[src/rtl/led_runner_pkg.sv]
package led_runner_pkg;
  typedef enum logic {
    MODE_SINGLE = 1'b0,
    MODE_PAIR   = 1'b1
  } run_mode_e;
endpackage

[src/rtl/led_btn_sync.sv]
module led_btn_sync (
  input  logic clk_i,
  input  logic rst_ni,
  input  logic btn_ni,
  output logic fall_o
);
  logic [1:0] sync_q;
  logic       prev_q;

  always_ff @(posedge clk_i or negedge rst_ni) begin
    if (!rst_ni) begin
      sync_q <= 2'b11;
      prev_q <= 1'b1;
    end else begin
      sync_q <= {sync_q[0], btn_ni};
      prev_q <= sync_q[1];
    end
  end

  assign fall_o = prev_q & ~sync_q[1];
endmodule

[src/rtl/led_step_timer.sv]
module led_step_timer #(
  parameter int TICK_DIV = 500000,
  parameter int SW_W     = 8
) (
  input  logic            clk_i,
  input  logic            rst_ni,
  input  logic            en_i,
  input  logic            clr_i,
  input  logic [SW_W-1:0] sw_i,
  output logic            step_o
);
  localparam int TW = (TICK_DIV > 1) ? $clog2(TICK_DIV) : 1;
  localparam logic [TW-1:0] TICK_LAST = TW'(TICK_DIV - 1);

  logic [TW-1:0]   tick_q;
  logic [SW_W-1:0] step_q;
  logic            tick;

  assign tick   = en_i && (tick_q == TICK_LAST);
  // >= so a lowered switch value ends the current step at the next tick
  assign step_o = tick && (step_q >= sw_i);

  always_ff @(posedge clk_i or negedge rst_ni) begin
    if (!rst_ni) begin
      tick_q <= '0;
      step_q <= '0;
    end else if (clr_i) begin
      tick_q <= '0;
      step_q <= '0;
    end else if (en_i) begin
      if (tick) begin
        tick_q <= '0;
        step_q <= step_o ? '0 : step_q + 1'b1;
      end else begin
        tick_q <= tick_q + 1'b1;
      end
    end
  end
endmodule

[src/rtl/led_pos_seq.sv]
module led_pos_seq #(
  parameter int NLED = 8,
  localparam int PW  = $clog2(NLED)
) (
  input  logic          clk_i,
  input  logic          rst_ni,
  input  logic          pair_i,
  input  logic          restart_i,
  input  logic          step_i,
  output logic [PW-1:0] pos_o
);
  localparam logic [PW-1:0] SINGLE_END = PW'(NLED - 1);
  localparam logic [PW-1:0] PAIR_END   = PW'(NLED / 2 - 1);

  logic [PW-1:0] pos_q;
  logic          back_q;
  logic [PW-1:0] end_pos;

  assign end_pos = pair_i ? PAIR_END : SINGLE_END;
  assign pos_o   = pos_q;

  always_ff @(posedge clk_i or negedge rst_ni) begin
    if (!rst_ni) begin
      pos_q  <= '0;
      back_q <= 1'b0;
    end else if (restart_i) begin
      pos_q  <= '0;
      back_q <= 1'b0;
    end else if (step_i) begin
      // reverse at ends without repeating the end pattern
      if (!back_q && pos_q == end_pos) begin
        pos_q  <= pos_q - 1'b1;
        back_q <= 1'b1;
      end else if (back_q && pos_q == '0) begin
        pos_q  <= pos_q + 1'b1;
        back_q <= 1'b0;
      end else if (back_q) begin
        pos_q <= pos_q - 1'b1;
      end else begin
        pos_q <= pos_q + 1'b1;
      end
    end
  end
endmodule

[src/rtl/led_runner.sv]
module led_runner #(
  parameter int CLK_HZ  = 50000000,
  parameter int TICK_HZ = 100,
  parameter int NLED    = 8,
  parameter int SW_W    = 8
) (
  input  logic            clk_i,
  input  logic            rst_ni,
  input  logic            mode_i,
  input  logic [SW_W-1:0] sw_i,
  input  logic            start_ni,
  input  logic            stop_ni,
  output logic [NLED-1:0] led_o
);
  import led_runner_pkg::*;

  localparam int TICK_DIV = CLK_HZ / TICK_HZ;
  localparam int PW       = $clog2(NLED);

  run_mode_e     mode_q;
  logic          run_q;
  logic          start_fall;
  logic          stop_fall;
  logic          mode_chg;
  logic          step;
  logic [PW-1:0] pos;

  led_btn_sync u_start (.clk_i, .rst_ni, .btn_ni(start_ni), .fall_o(start_fall));
  led_btn_sync u_stop  (.clk_i, .rst_ni, .btn_ni(stop_ni),  .fall_o(stop_fall));

  assign mode_chg = (run_mode_e'(mode_i) != mode_q);

  always_ff @(posedge clk_i or negedge rst_ni) begin
    if (!rst_ni) begin
      mode_q <= MODE_SINGLE;
      run_q  <= 1'b1;
    end else begin
      mode_q <= run_mode_e'(mode_i);
      if (stop_fall)       run_q <= 1'b0;
      else if (start_fall) run_q <= 1'b1;
    end
  end

  led_step_timer #(.TICK_DIV(TICK_DIV), .SW_W(SW_W)) u_timer (
    .clk_i, .rst_ni,
    .en_i  (run_q),
    .clr_i (mode_chg),
    .sw_i,
    .step_o(step)
  );

  led_pos_seq #(.NLED(NLED)) u_seq (
    .clk_i, .rst_ni,
    .pair_i   (mode_q == MODE_PAIR),
    .restart_i(mode_chg),
    .step_i   (step),
    .pos_o    (pos)
  );

  // pos 0 is the top bit; pair mode mirrors it from the bottom
  for (genvar i = 0; i < NLED; i++) begin : g_led
    assign led_o[i] = (pos == PW'(NLED - 1 - i)) ||
                      ((mode_q == MODE_PAIR) && (pos == PW'(i)));
  end
endmodule

[config.mk]
export PLATFORM = sky130hd
export DESIGN_NAME = led_runner
export DESIGN_NICKNAME = d
export VERILOG_FILES = /design/src/rtl/led_runner_pkg.sv /design/src/rtl/led_btn_sync.sv /design/src/rtl/led_step_timer.sv /design/src/rtl/led_pos_seq.sv /design/src/rtl/led_runner.sv
export SDC_FILE = /design/constraint.sdc
export NUM_CORES = 1
export LEC_CHECK = 0
export ABC_AREA = 1
export BUFFER_PORTS_ARGS = -buffer_cell sky130_fd_sc_hd__buf_2
export CORE_MARGIN = 1.5
export CORE_UTILIZATION = 60
export CTS_CLUSTER_SIZE = 40
export DETAILED_ROUTE_END_ITERATION = 12
export PLACE_DENSITY = 0.8
export SLEW_MARGIN = 30
export SYNTH_ARGS = -nofsm -noshare
export SYNTH_HDL_FRONTEND = slang
export SYNTH_HIERARCHICAL = 1
export SYNTH_SLANG_ARGS = --single-unit
[constraint.sdc]
create_clock -name clk_i -period 2.3 [get_ports clk_i]
set_input_delay 0.23 -clock clk_i [delete_from_list [all_inputs] [get_ports clk_i]]
set_output_delay 0.23 -clock clk_i [all_outputs]
set_load 0.01 [all_outputs]
=== After elaboration in Yosys (flattened, before gate mapping) ===
Index checks and enable logic that the tools add are counted.

* Output and inout bits: 8
* Input bits: 13
* Register bits: 39
* Logic and storage cells: 77

* Mux-type cells: 19
* Bitwise operators: 4
* Add/sub/neg operators: 4
* Eq/ne operators: 10
* Magnitude comparators: 1
* Reductions and logical operators: 29

{| class="wikitable"
|+ Operators with widths
! kind !! count
|-
| $mux 19 || 3
|-
| $mux 8 || 4
|-
| $add 19x1->19 const B || 1
|-
| $eq 19x19->1 const B || 1
|-
| $mux 3 || 6
|-
| $eq 3x3->1 const B || 4
|-
| $logic_and 1x1->1 || 12
|-
| $add 8x1->8 const B || 1
|-
| $ge 8x8->1 || 1
|-
| $logic_or 1x1->1 || 8
|-
| $reduce_bool 2->1 || 4
|-
| $eq 3x2->1 const B || 2
|-
| $mux 1 || 6
|-
| $reduce_and 2->1 || 2
|-
| $add 3x1->3 const B || 1
|-
| $eq 3x1->1 const B || 1
|-
| $eq 3x3->1 || 1
|-
| $logic_not 3->1 || 1
|-
| $reduce_bool 3->1 || 1
|-
| $sub 3x1->3 const B || 1
|-
| $and 1x1->1 || 2
|-
| $not 1->1 || 2
|-
| $logic_not 1->1 || 1
|-
| $ne 1x1->1 || 1
|}

=== Depth between registers and ports, before layout ===
Gate-level depths: netlist of the first run.

* Word-level depth: 7
* Mapped depth: 13
* Depth with buffers taken out: 13

=== Cells and area by module ===
The synthesis of the first run kept the hierarchy.

{| class="wikitable"
|+ Modules (own cells, without submodules)
! module !! area an instance (um2) !! sequential area each (um2) !! cells each !! instances
|-
| led_step_timer || 1,979.4 || 675.6 || 291 || 1
|-
| led_pos_seq || 302.8 || 100.1 || 40 || 1
|-
| led_runner || 275.3 || 51.3 || 37 || 1
|-
| led_btn_sync || 88.8 || 78.8 || 5 || 2
|}

=== Worst setup path after synthesis of the first run ===
Ideal clock, no wire load.

* Path kind: flip-flop to flip-flop
* Start: register u_timer.step_q[3]
* End: register u_seq.back_q
* Path buffers: 0
* Data required time: 2.162 ns
* Stages on the path, launching flop included: 12
* Arrival: 1.683 ns
* Clock period less this slack: 1.821 ns
* Library setup time: 0.138 ns
* Slack: 0.479 ns
* Cells stage by stage: dfrtp_1 -> ha_1 -> nand2_1 -> nor2_1 -> nor2_1 -> nand2_1 -> a21oi_2 -> nor3_1 -> nor2_2 -> nor2_1 -> inv_1 -> o22ai_1

* Word-level cells in the longest chain between the ends: 4

{| class="wikitable"
|+ Ends and longest elaborated chain
! element !! line !! RTL
|-
| from (decl) || led_step_timer.sv:16 || <nowiki>logic [SW_W-1:0] step_q;</nowiki>
|-
| from (signal assigned) || led_step_timer.sv:33 || <nowiki>step_q <= step_o ? '0 : step_q + 1'b1;</nowiki>
|-
| $ge 8x8->1 || led_step_timer.sv:21 || <nowiki>assign step_o = tick && (step_q >= sw_i);</nowiki>
|-
| $logic_and 1x1->1 || led_step_timer.sv:21 ||
|-
| net step || led_runner.sv:25 || <nowiki>logic step;</nowiki>
|-
| $reduce_bool 2->1 (no source line) || - ||
|-
| $reduce_and 2->1 (no source line) || - ||
|-
| to (signal assigned) || led_pos_seq.sv:25 || <nowiki>back_q <= 1'b0;</nowiki>
|-
| to (signal assigned) || led_pos_seq.sv:28 || <nowiki>back_q <= 1'b0;</nowiki>
|-
| to (signal assigned) || led_pos_seq.sv:33 || <nowiki>back_q <= 1'b1;</nowiki>
|-
| to (decl) || led_pos_seq.sv:16 || <nowiki>logic back_q;</nowiki>
|}

The timed path passes the listed nets, and every way through them passes these cells.
A chain may end at the register's enable or synchronous reset.

=== Final worst setup path of the first run ===
* Start: register u_timer.step_q[3]
* End: register u_seq.pos_q[0], in the netlist u_seq/pos_o[0]

* Word-level cells in the longest chain between the ends: 3

{| class="wikitable"
|+ Ends and longest elaborated chain
! element !! line !! RTL
|-
| $ge 8x8->1 || led_step_timer.sv:21 ||
|-
| $logic_and 1x1->1 || led_step_timer.sv:21 ||
|-
| net step || led_runner.sv:25 ||
|-
| $reduce_bool 2->1 (no source line) || - ||
|-
| to (signal assigned) || led_pos_seq.sv:32 || <nowiki>pos_q <= pos_q - 1'b1;</nowiki>
|-
| to (signal assigned) || led_pos_seq.sv:35 || <nowiki>pos_q <= pos_q + 1'b1;</nowiki>
|-
| to (signal assigned) || led_pos_seq.sv:38 || <nowiki>pos_q <= pos_q - 1'b1;</nowiki>
|-
| to (decl) || led_pos_seq.sv:15 || <nowiki>logic [PW-1:0] pos_q;</nowiki>
|}

The timed path passes the listed nets, and every way through them passes these cells.

==> results of run 1 <==
## synth_stat cells
master,count
sky130_fd_sc_hd__a21oi_1,2
sky130_fd_sc_hd__a21oi_2,1
sky130_fd_sc_hd__buf_2,1
sky130_fd_sc_hd__buf_4,2
sky130_fd_sc_hd__buf_6,4
sky130_fd_sc_hd__clkbuf_1,1
sky130_fd_sc_hd__dfrtp_1,32
sky130_fd_sc_hd__dfstp_2,7
sky130_fd_sc_hd__ha_1,13
sky130_fd_sc_hd__inv_1,58
sky130_fd_sc_hd__inv_2,5
sky130_fd_sc_hd__inv_4,1
sky130_fd_sc_hd__nand2_1,89
sky130_fd_sc_hd__nand2_2,5
sky130_fd_sc_hd__nand2_4,1
sky130_fd_sc_hd__nand3_1,28
sky130_fd_sc_hd__nand3_2,5
sky130_fd_sc_hd__nand3b_1,1
sky130_fd_sc_hd__nand4_1,29
sky130_fd_sc_hd__nor2_1,48
sky130_fd_sc_hd__nor2_2,7
sky130_fd_sc_hd__nor2_4,2
sky130_fd_sc_hd__nor2_8,1
sky130_fd_sc_hd__nor3_1,9
sky130_fd_sc_hd__nor3_2,1
sky130_fd_sc_hd__nor3b_2,1
sky130_fd_sc_hd__nor4_1,1
sky130_fd_sc_hd__o21ai_0,7
sky130_fd_sc_hd__o21ai_1,1
sky130_fd_sc_hd__o21ai_2,1
sky130_fd_sc_hd__o21bai_1,2
sky130_fd_sc_hd__o22ai_1,2
sky130_fd_sc_hd__or2_1,1
sky130_fd_sc_hd__xnor2_1,4
sky130_fd_sc_hd__xor2_1,5
## through the flow
| step | std cells | cell area, um^2 |
|---|---|---|
| floorplan | 378 | 2740 |
| global placement | 445 | 2850 |
| detailed placement | 445 | 2850 |
| CTS | 453 | 2950 |
| global route | 454 | 2970 |
| finish | 454 | 2970 |
## critical path, stage by stage (launching register included)
cell and delay [ns]:
sky130_fd_sc_hd__dfrtp_1 0.44, sky130_fd_sc_hd__ha_1 0.32, sky130_fd_sc_hd__nand2_1 0.07, sky130_fd_sc_hd__nor2_1 0.12
sky130_fd_sc_hd__nor2_1 0.05, sky130_fd_sc_hd__nand2_1 0.08, sky130_fd_sc_hd__a21oi_2 0.07, sky130_fd_sc_hd__nor3_1 0.30
sky130_fd_sc_hd__nor2_2 0.11, sky130_fd_sc_hd__nor2_1 0.19, sky130_fd_sc_hd__inv_1 0.08, sky130_fd_sc_hd__o21ai_1 0.13
## logic make-up after synthesis
family / synth area share
adders and majority gates: 0.0595
DFF: 0.360
and+or+nand+nor: 0.403
buffers and inverters: 0.114
AOI/OAI and AO/OA: 0.0348
xor gates and xnor gates: 0.0288
## path summary, 6_finish.rpt
check                                  start                end  slack (ns)  cells past startpoint
min                                 start_ni  u_start/sync_q[0]        0.04                      1
min reg2reg                u_start/sync_q[0]  u_start/sync_q[1]        0.36                      0
min in group asynchronous             rst_ni  u_timer/tick_q[8]        0.45                      2
max in group asynchronous             rst_ni   u_stop/sync_q[0]        1.49                      2
max                        u_timer/step_q[3]     u_seq/pos_o[0]        0.27                     11
max reg2reg                u_timer/step_q[3]     u_seq/pos_o[0]        0.27                     11
## report_power, final
| part | switching (mW) | internal, mW |
|---|---|---|
| Sequential | 0.0937 | 0.720 |
| Clock | 0.231 | 0.274 |
| Combinational | 0.226 | 0.156 |
## area by class of cell
type | instances | area (um^2)
clock buffers | 8 | 100
fillers | 399 | 1420
inverters | 64 | 243
multi-input cells | 267 | 1440
flip-flops and latches | 39 | 985
well taps | 52 | 65.1
repair buffers | 24 | 135
## state kept, by name, indices dropped and copies added, names as in the netlist
| name | cells |
|---|---|
| mode_q | 1 |
| u_start/prev_q | 1 |
| u_seq/back_q | 1 |
| u_timer/step_q | 8 |
| u_start/sync_q | 2 |
| u_stop/sync_q | 2 |
| u_seq/pos_o | 3 |
| run_q | 1 |
| u_timer/tick_q | 19 |
| u_stop/prev_q | 1 |
## layer usage
layer,vias to the layer above,part of all wire,track usage
li1,1256,-,-
met1,1103,0.47,0.323
met2,64,0.48,0.407
met3,6,0.044,0.0462
met4,0,0.0079,0.0748
met5,-,0,0
## timing repair
item	4_1_cts	5_1_grt
gates resized for setup	0	0
endpoints found under the setup margin	0	0
hold buffers	0	1
hold endpoints to repair	0	32
==> impl_metrics.env, run 1 <==
export IMPL_synthDominantCellAreaShare=0.293
export IMPL_final_period_minus_worst_setup_slack_ns=2.03
export IMPL_layout_common_cells="sky130_fd_sc_hd__nand2_1 (89), sky130_fd_sc_hd__inv_1 (58), sky130_fd_sc_hd__nor2_1 (48)"
export IMPL_cp_data_arrival_time_ns=2.24
export IMPL_grt_overflow_total=0
export IMPL_final_max_slew_violation_count=0
export IMPL_grt_start_max_net_pins=40
export IMPL_criticalPathCategory="reg -> reg"
export IMPL_totalNegativeSetupSlack_ns=0
export IMPL_die_width_um=70.5
export IMPL_final_hold_viol_count=0
export IMPL_synth_nets=404
export IMPL_drt_antenna_violating_nets=0
export IMPL_detail_route_wl_per_cell_um=12.3
export IMPL_rsz0062_at_grt="false"
export IMPL_synth_largest_area_cell="sky130_fd_sc_hd__dfrtp_1"
export IMPL_share_of_the_clock_period_used_by_the_worst_path=0.884
export IMPL_fin_worst_hold_slack_ns=0.0378
export IMPL_holdCritPathClass="in -> reg"
export IMPL_run_status="finished clean"
export IMPL_syn_inst=378
export IMPL_synth_top_cells_by_area="sky130_fd_sc_hd__dfrtp_1 (29%), sky130_fd_sc_hd__nand2_1 (12%), sky130_fd_sc_hd__inv_1 (8.0%)"
export IMPL_synthesis_yosys_warnings=6
export IMPL_clock_tree_from_tritoncts="yes"
export IMPL_overall_power_mw=1.70
export IMPL_clk_slew_on_worst_s_h_paths_ns=0.07
export IMPL_cts_buffers=5
export IMPL_grt_use_total=0.244
export IMPL_postSynthRegisterBits=39
export IMPL_worst_setup_margin_ns=0.267
export IMPL_first_global_vias=2359
export IMPL_drt_vias_per_instance=5.35
export IMPL_drt_wl_total_mm=5.58
export IMPL_drt_iter0_drc=151
export IMPL_post_synth_instance_area_um2=2740
export IMPL_timing_worst_slew_pin_value_ns=0.577
export IMPL_end_kind="flop"
export IMPL_cellLeakagePower_nw=1.52
export IMPL_fp_coreArea_um2=4380
export IMPL_global_route_wire_length_before_repair_mm=9.95
export IMPL_die_h_um=70.5
export IMPL_ctsHtreeMaxLevel=2
export IMPL_syn_mean_instance_area_um2=7.24
export IMPL_detailed_place_hpwl_mm=4.21
export IMPL_cts_root_buffer_cell="sky130_fd_sc_hd__clkbuf_8"
export IMPL_drcViolationCount=0
export IMPL_ys_types=35
export IMPL_cap_violations=0
export IMPL_io_port_bufs=20
export IMPL_synth_sequential_area_ratio=0.360
export IMPL_cp_start_kind="flop"
export IMPL_drive_above_1_share=0.169
export IMPL_final_setup_skew_ns=0.00250
export IMPL_clock_fmax_mhz=492
export IMPL_timing_critical_path_fanout_max=6
export IMPL_final_core_utilization=0.677
export IMPL_worst_path_required_ns=2.51
export IMPL_vdd_ir_drop_worst_mv=0.309
export IMPL_fin_nets=427
export IMPL_cts_post_setup_buffers_inserted=0
export IMPL_setup_violations_final=0
export IMPL_floorplan_rows=24
export IMPL_antenna_found_initial=0
export IMPL_globalplace_congestion=0.889
export IMPL_cts_sinks=39
export IMPL_io_pins=21
export IMPL_area_growth_syn_to_layout_pct=8.46
export IMPL_max_slew_margin=0.616
export IMPL_floorplan_initialDensity=0.624
export IMPL_pre_cts_ws_ns=0.266
export IMPL_detailroute_via_count=2429
export IMPL_clk_latency_ns=0.28
export IMPL_power_density_nw_per_um2=573
export IMPL_die_area_um2=4970
export IMPL_number_of_buffers_on_the_longest_clock_path=2
export IMPL_antenna_diode_count=0
export IMPL_drt_pre_antenna_iters=4
export IMPL_layout_commonest_cell="sky130_fd_sc_hd__nand2_1"
Power figures use the tool's default switching activity.
==> inputs of run 2 (changes only) <==
--- a/config.mk
+++ b/config.mk
@@ -5,13 +5,13 @@
 export SDC_FILE = /design/constraint.sdc
 export NUM_CORES = 1
 export LEC_CHECK = 0
-export ABC_AREA = 1
 export BUFFER_PORTS_ARGS = -buffer_cell sky130_fd_sc_hd__buf_2
+export CAP_MARGIN = 10
 export CORE_MARGIN = 1.5
-export CORE_UTILIZATION = 60
+export CORE_UTILIZATION = 59
 export CTS_CLUSTER_SIZE = 40
 export DETAILED_ROUTE_END_ITERATION = 12
-export PLACE_DENSITY = 0.8
+export PLACE_DENSITY = 0.79
 export SLEW_MARGIN = 30
 export SYNTH_ARGS = -nofsm -noshare
 export SYNTH_HDL_FRONTEND = slang
==> impl_metrics.env, run 2 <==
export IMPL_cpMostUsedCell="sky130_fd_sc_hd__nor2_2"
export IMPL_synth_largest_area_cell="sky130_fd_sc_hd__dfrtp_1"
export IMPL_number_of_buffers_on_the_longest_clock_path=2
export IMPL_fp_coreArea_um2=3690
export IMPL_setup_worst_path_start="u_timer/step_q[1]"
export IMPL_holdCritPathClass="in -> reg"
export IMPL_criticalPathCategory="reg -> reg"
export IMPL_synthArstFlopShare=1.00
export IMPL_detailed_place_hpwl_mm=3.25
export IMPL_r2r_cells=9
export IMPL_cpLargestDelayFamily="multiplexers"
export IMPL_io_port_bufs=20
export IMPL_vdd_ir_drop_worst_mv=0.504
export IMPL_worstSetupPathDepth=9
export IMPL_clk_latency_ns=0.30
export IMPL_synthDominantCellAreaShare=0.348
export IMPL_stdcell_count=337
export IMPL_worstReg2RegEnd="u_seq/pos_o[2]"
export IMPL_largest_register="u_timer/tick_q"
export IMPL_detailroute_via_count=1918
export IMPL_yosysMostFrequentCell="sky130_fd_sc_hd__nor2_1"
export IMPL_cts_sinks=39
export IMPL_syn_inst=246
export IMPL_cts_buffers=5
export IMPL_syn_mean_instance_area_um2=9.35
export IMPL_floorplan_initialDensity=0.623
export IMPL_global_route_wire_length_before_repair_mm=7.71
export IMPL_ctsHtreeMaxLevel=2
export IMPL_antenna_found_initial=0
export IMPL_clk_slew_on_worst_s_h_paths_ns=0.08
export IMPL_clock_tree_from_tritoncts="yes"
export IMPL_placedCellCount=327
export IMPL_cts_root_buffer_cell="sky130_fd_sc_hd__clkbuf_8"
export IMPL_cts_hold_buf=0
export IMPL_max_slew_margin=0.439
export IMPL_final_hold_viol_count=0
export IMPL_layout_commonest_cell="sky130_fd_sc_hd__dfrtp_1"
export IMPL_cp_data_arrival_time_ns=2.36
export IMPL_final_period_minus_worst_setup_slack_ns=2.18
export IMPL_area_growth_syn_to_layout_pct=18.0
export IMPL_synth_sequential_area_ratio=0.428
export IMPL_cellLeakagePower_nw=1.27
export IMPL_synth_enable_flop_cells=0
export IMPL_drt_pre_antenna_iters=4
export IMPL_post_synth_instance_area_um2=2300
export IMPL_regToRegStartpoint="u_timer/step_q[1]"
export IMPL_drt_vias_per_instance=5.69
export IMPL_cap_violations=0
export IMPL_first_global_vias=1699
export IMPL_grt_use_total=0.236
export IMPL_drt_iter0_drc=105
export IMPL_detail_route_wl_per_cell_um=13.5
export IMPL_io_pins=21
export IMPL_cp_start_kind="flop"
export IMPL_overall_power_mw=1.31
export IMPL_fin_nets=314
export IMPL_worstPathCellList="ha_4 -> and3_1 -> o21ai_0 -> a311oi_2 -> nor2_2 -> nor2_2 -> nand2_1 -> mux2i_1 -> mux2_1"
export IMPL_synth_top_flop_cell="sky130_fd_sc_hd__dfrtp_1"
export IMPL_globalplace_congestion=0.888
export IMPL_clock_fmax_mhz=459
export IMPL_synth_top_cells_by_area="sky130_fd_sc_hd__dfrtp_1 (35%), sky130_fd_sc_hd__dfstp_2 (8.0%), sky130_fd_sc_hd__ha_1 (7.1%)"
export IMPL_max_reg_flops=19
export IMPL_grt_overflow_total=0
export IMPL_setup_violations_final=0
export IMPL_die_width_um=65.4
export IMPL_fin_worst_hold_slack_ns=0.0184
export IMPL_worst_setup_margin_ns=0.119
export IMPL_synth_nets=272
export IMPL_commonest_cells_post_synth="sky130_fd_sc_hd__nor2_1 (33), sky130_fd_sc_hd__dfrtp_1 (32), sky130_fd_sc_hd__nand2_1 (17), sky130_fd_sc_hd__inv_1 (15), sky130_fd_sc_hd__nand3_1 (15)"
export IMPL_timing_critical_path_fanout_max=3
export IMPL_pre_cts_ws_ns=0.0878
export IMPL_die_h_um=65.4
export IMPL_drt_antenna_violating_nets=0
export IMPL_drcViolationCount=0
export IMPL_drive_above_1_share=0.249
export IMPL_slowest_stage="sky130_fd_sc_hd__dfrtp_1"
export IMPL_share_of_the_clock_period_used_by_the_worst_path=0.948
export IMPL_power_density_nw_per_um2=483
export IMPL_num_fill_cells=285
export IMPL_end_kind="flop"
export IMPL_timing_worst_slew_pin_value_ns=0.841
export IMPL_ys_types=50
export IMPL_run_status="finished clean"
export IMPL_antenna_diode_count=0
export IMPL_cp_buffers_inverters=0
export IMPL_die_area_um2=4280
export IMPL_synthesis_yosys_warnings=6
export IMPL_cpPeakStageDelay_ns=0.42
export IMPL_layout_common_cells="sky130_fd_sc_hd__dfrtp_1 (32), sky130_fd_sc_hd__nor2_1 (31), sky130_fd_sc_hd__buf_2 (20), sky130_fd_sc_hd__buf_4 (20), sky130_fd_sc_hd__nand2_1 (17)"
export IMPL_drt_wl_total_mm=4.55
export IMPL_final_max_slew_violation_count=0
export IMPL_ff2ff_setup_slack_ns=0.12
export IMPL_worst_path_required_ns=2.48
export IMPL_grt_start_max_net_pins=40
export IMPL_floorplan_rows=22
export IMPL_critical_path_endpoint="u_seq/pos_o[2]"
export IMPL_postSynthRegisterBits=39
export IMPL_final_setup_skew_ns=0.00456
run 2: changes by cell type in the layout (fill, tap and decap cells not counted), sizes merged, moves of 9 or more:
cell   before  now
nand4      29    7
nand3      33   15
nor2       58   33
nand2      95   19
inv        64   15
xor2        5   14
buf        23   40
run 2: timing repair:
action | 4_1_cts | 5_1_grt
gates resized for setup | 0 | 5
endpoints found under the hold margin | 0 | 0
setup buffers | 0 | 2
setup endpoints to repair | 0 | 2
run 2: metrics by stage:
step	util	cell area, um^2	TNS, ns
after floorplan	-	2310	0
after global placement	0.698	2570	0
after detailed placement	0.698	2570	0
after CTS	0.722	2660	0
after global routing	0.736	2710	-0.0164
final	0.736	2710	0
run 2: worst min path at each step:
stage	startpoint	endpoint	slack (ns)	cells past startpoint
global placement	stop_ni	u_stop/sync_q[0]	0.33	1
detailed placement	stop_ni	u_stop/sync_q[0]	0.34	1
global route	stop_ni	u_stop/sync_q[0]	0.01	1
CTS	stop_ni	u_stop/sync_q[0]	0.02	1
floorplan	rst_ni	mode_q	-0.07	0
finish	stop_ni	u_stop/sync_q[0]	0.02	1
run 2: report_power, final:
group	internal, mW	total [mW]	switching, mW
clock network	0.211	0.457	0.247
registers	0.707	0.724	0.0168
logic	0.0506	0.131	0.0799
total	0.969	1.31	0.343
run 2: final cells by class:
| cell class | instances | area (um^2) | area share |
|---|---|---|---|
| clock buffer | 5 | 68.8 | 0.0254 |
| clock inverter | 3 | 20.0 | 0.00738 |
| inverter | 15 | 56.3 | 0.0207 |
| multi-input combinational | 187 | 1270 | 0.469 |
| sequential | 39 | 985 | 0.363 |
| tap | 48 | 60.1 | 0.0221 |
| timing repair buffer | 40 | 250 | 0.0922 |
run 2: routing by layer:
layer	up-vias	global-route usage	share of wire
li1	953	-	-
met1	907	0.321	0.47
met2	51	0.376	0.47
met3	7	0.0565	0.051
met4	0	0.0703	0.012
met5	-	0	0
run 2: worst register-to-register path: stages, from the launching register on:
cell and delay [ns]:
sky130_fd_sc_hd__dfrtp_1 0.42, sky130_fd_sc_hd__ha_4 0.28, sky130_fd_sc_hd__and3_1 0.13, sky130_fd_sc_hd__o21ai_0 0.09
sky130_fd_sc_hd__a311oi_2 0.34, sky130_fd_sc_hd__nor2_2 0.07, sky130_fd_sc_hd__nor2_2 0.16, sky130_fd_sc_hd__nand2_1 0.08
sky130_fd_sc_hd__mux2i_1 0.16, sky130_fd_sc_hd__mux2_1 0.33
run 2: kinds of logic (layout without fill, tap and decap cells):
family                   after synthesis  in the layout  share of synthesized area
AND/OR/NAND/NOR                      115            115                      0.273
flip-flops                            39             39                      0.428
adder cells (fa/ha/maj)               13             13                     0.0707
multiplexers                           2              2                    0.00925
AO/OA/AOI/OAI                         39             39                      0.113
XOR/XNOR                              18             18                     0.0686
buffers and inverters                 20             63                     0.0375
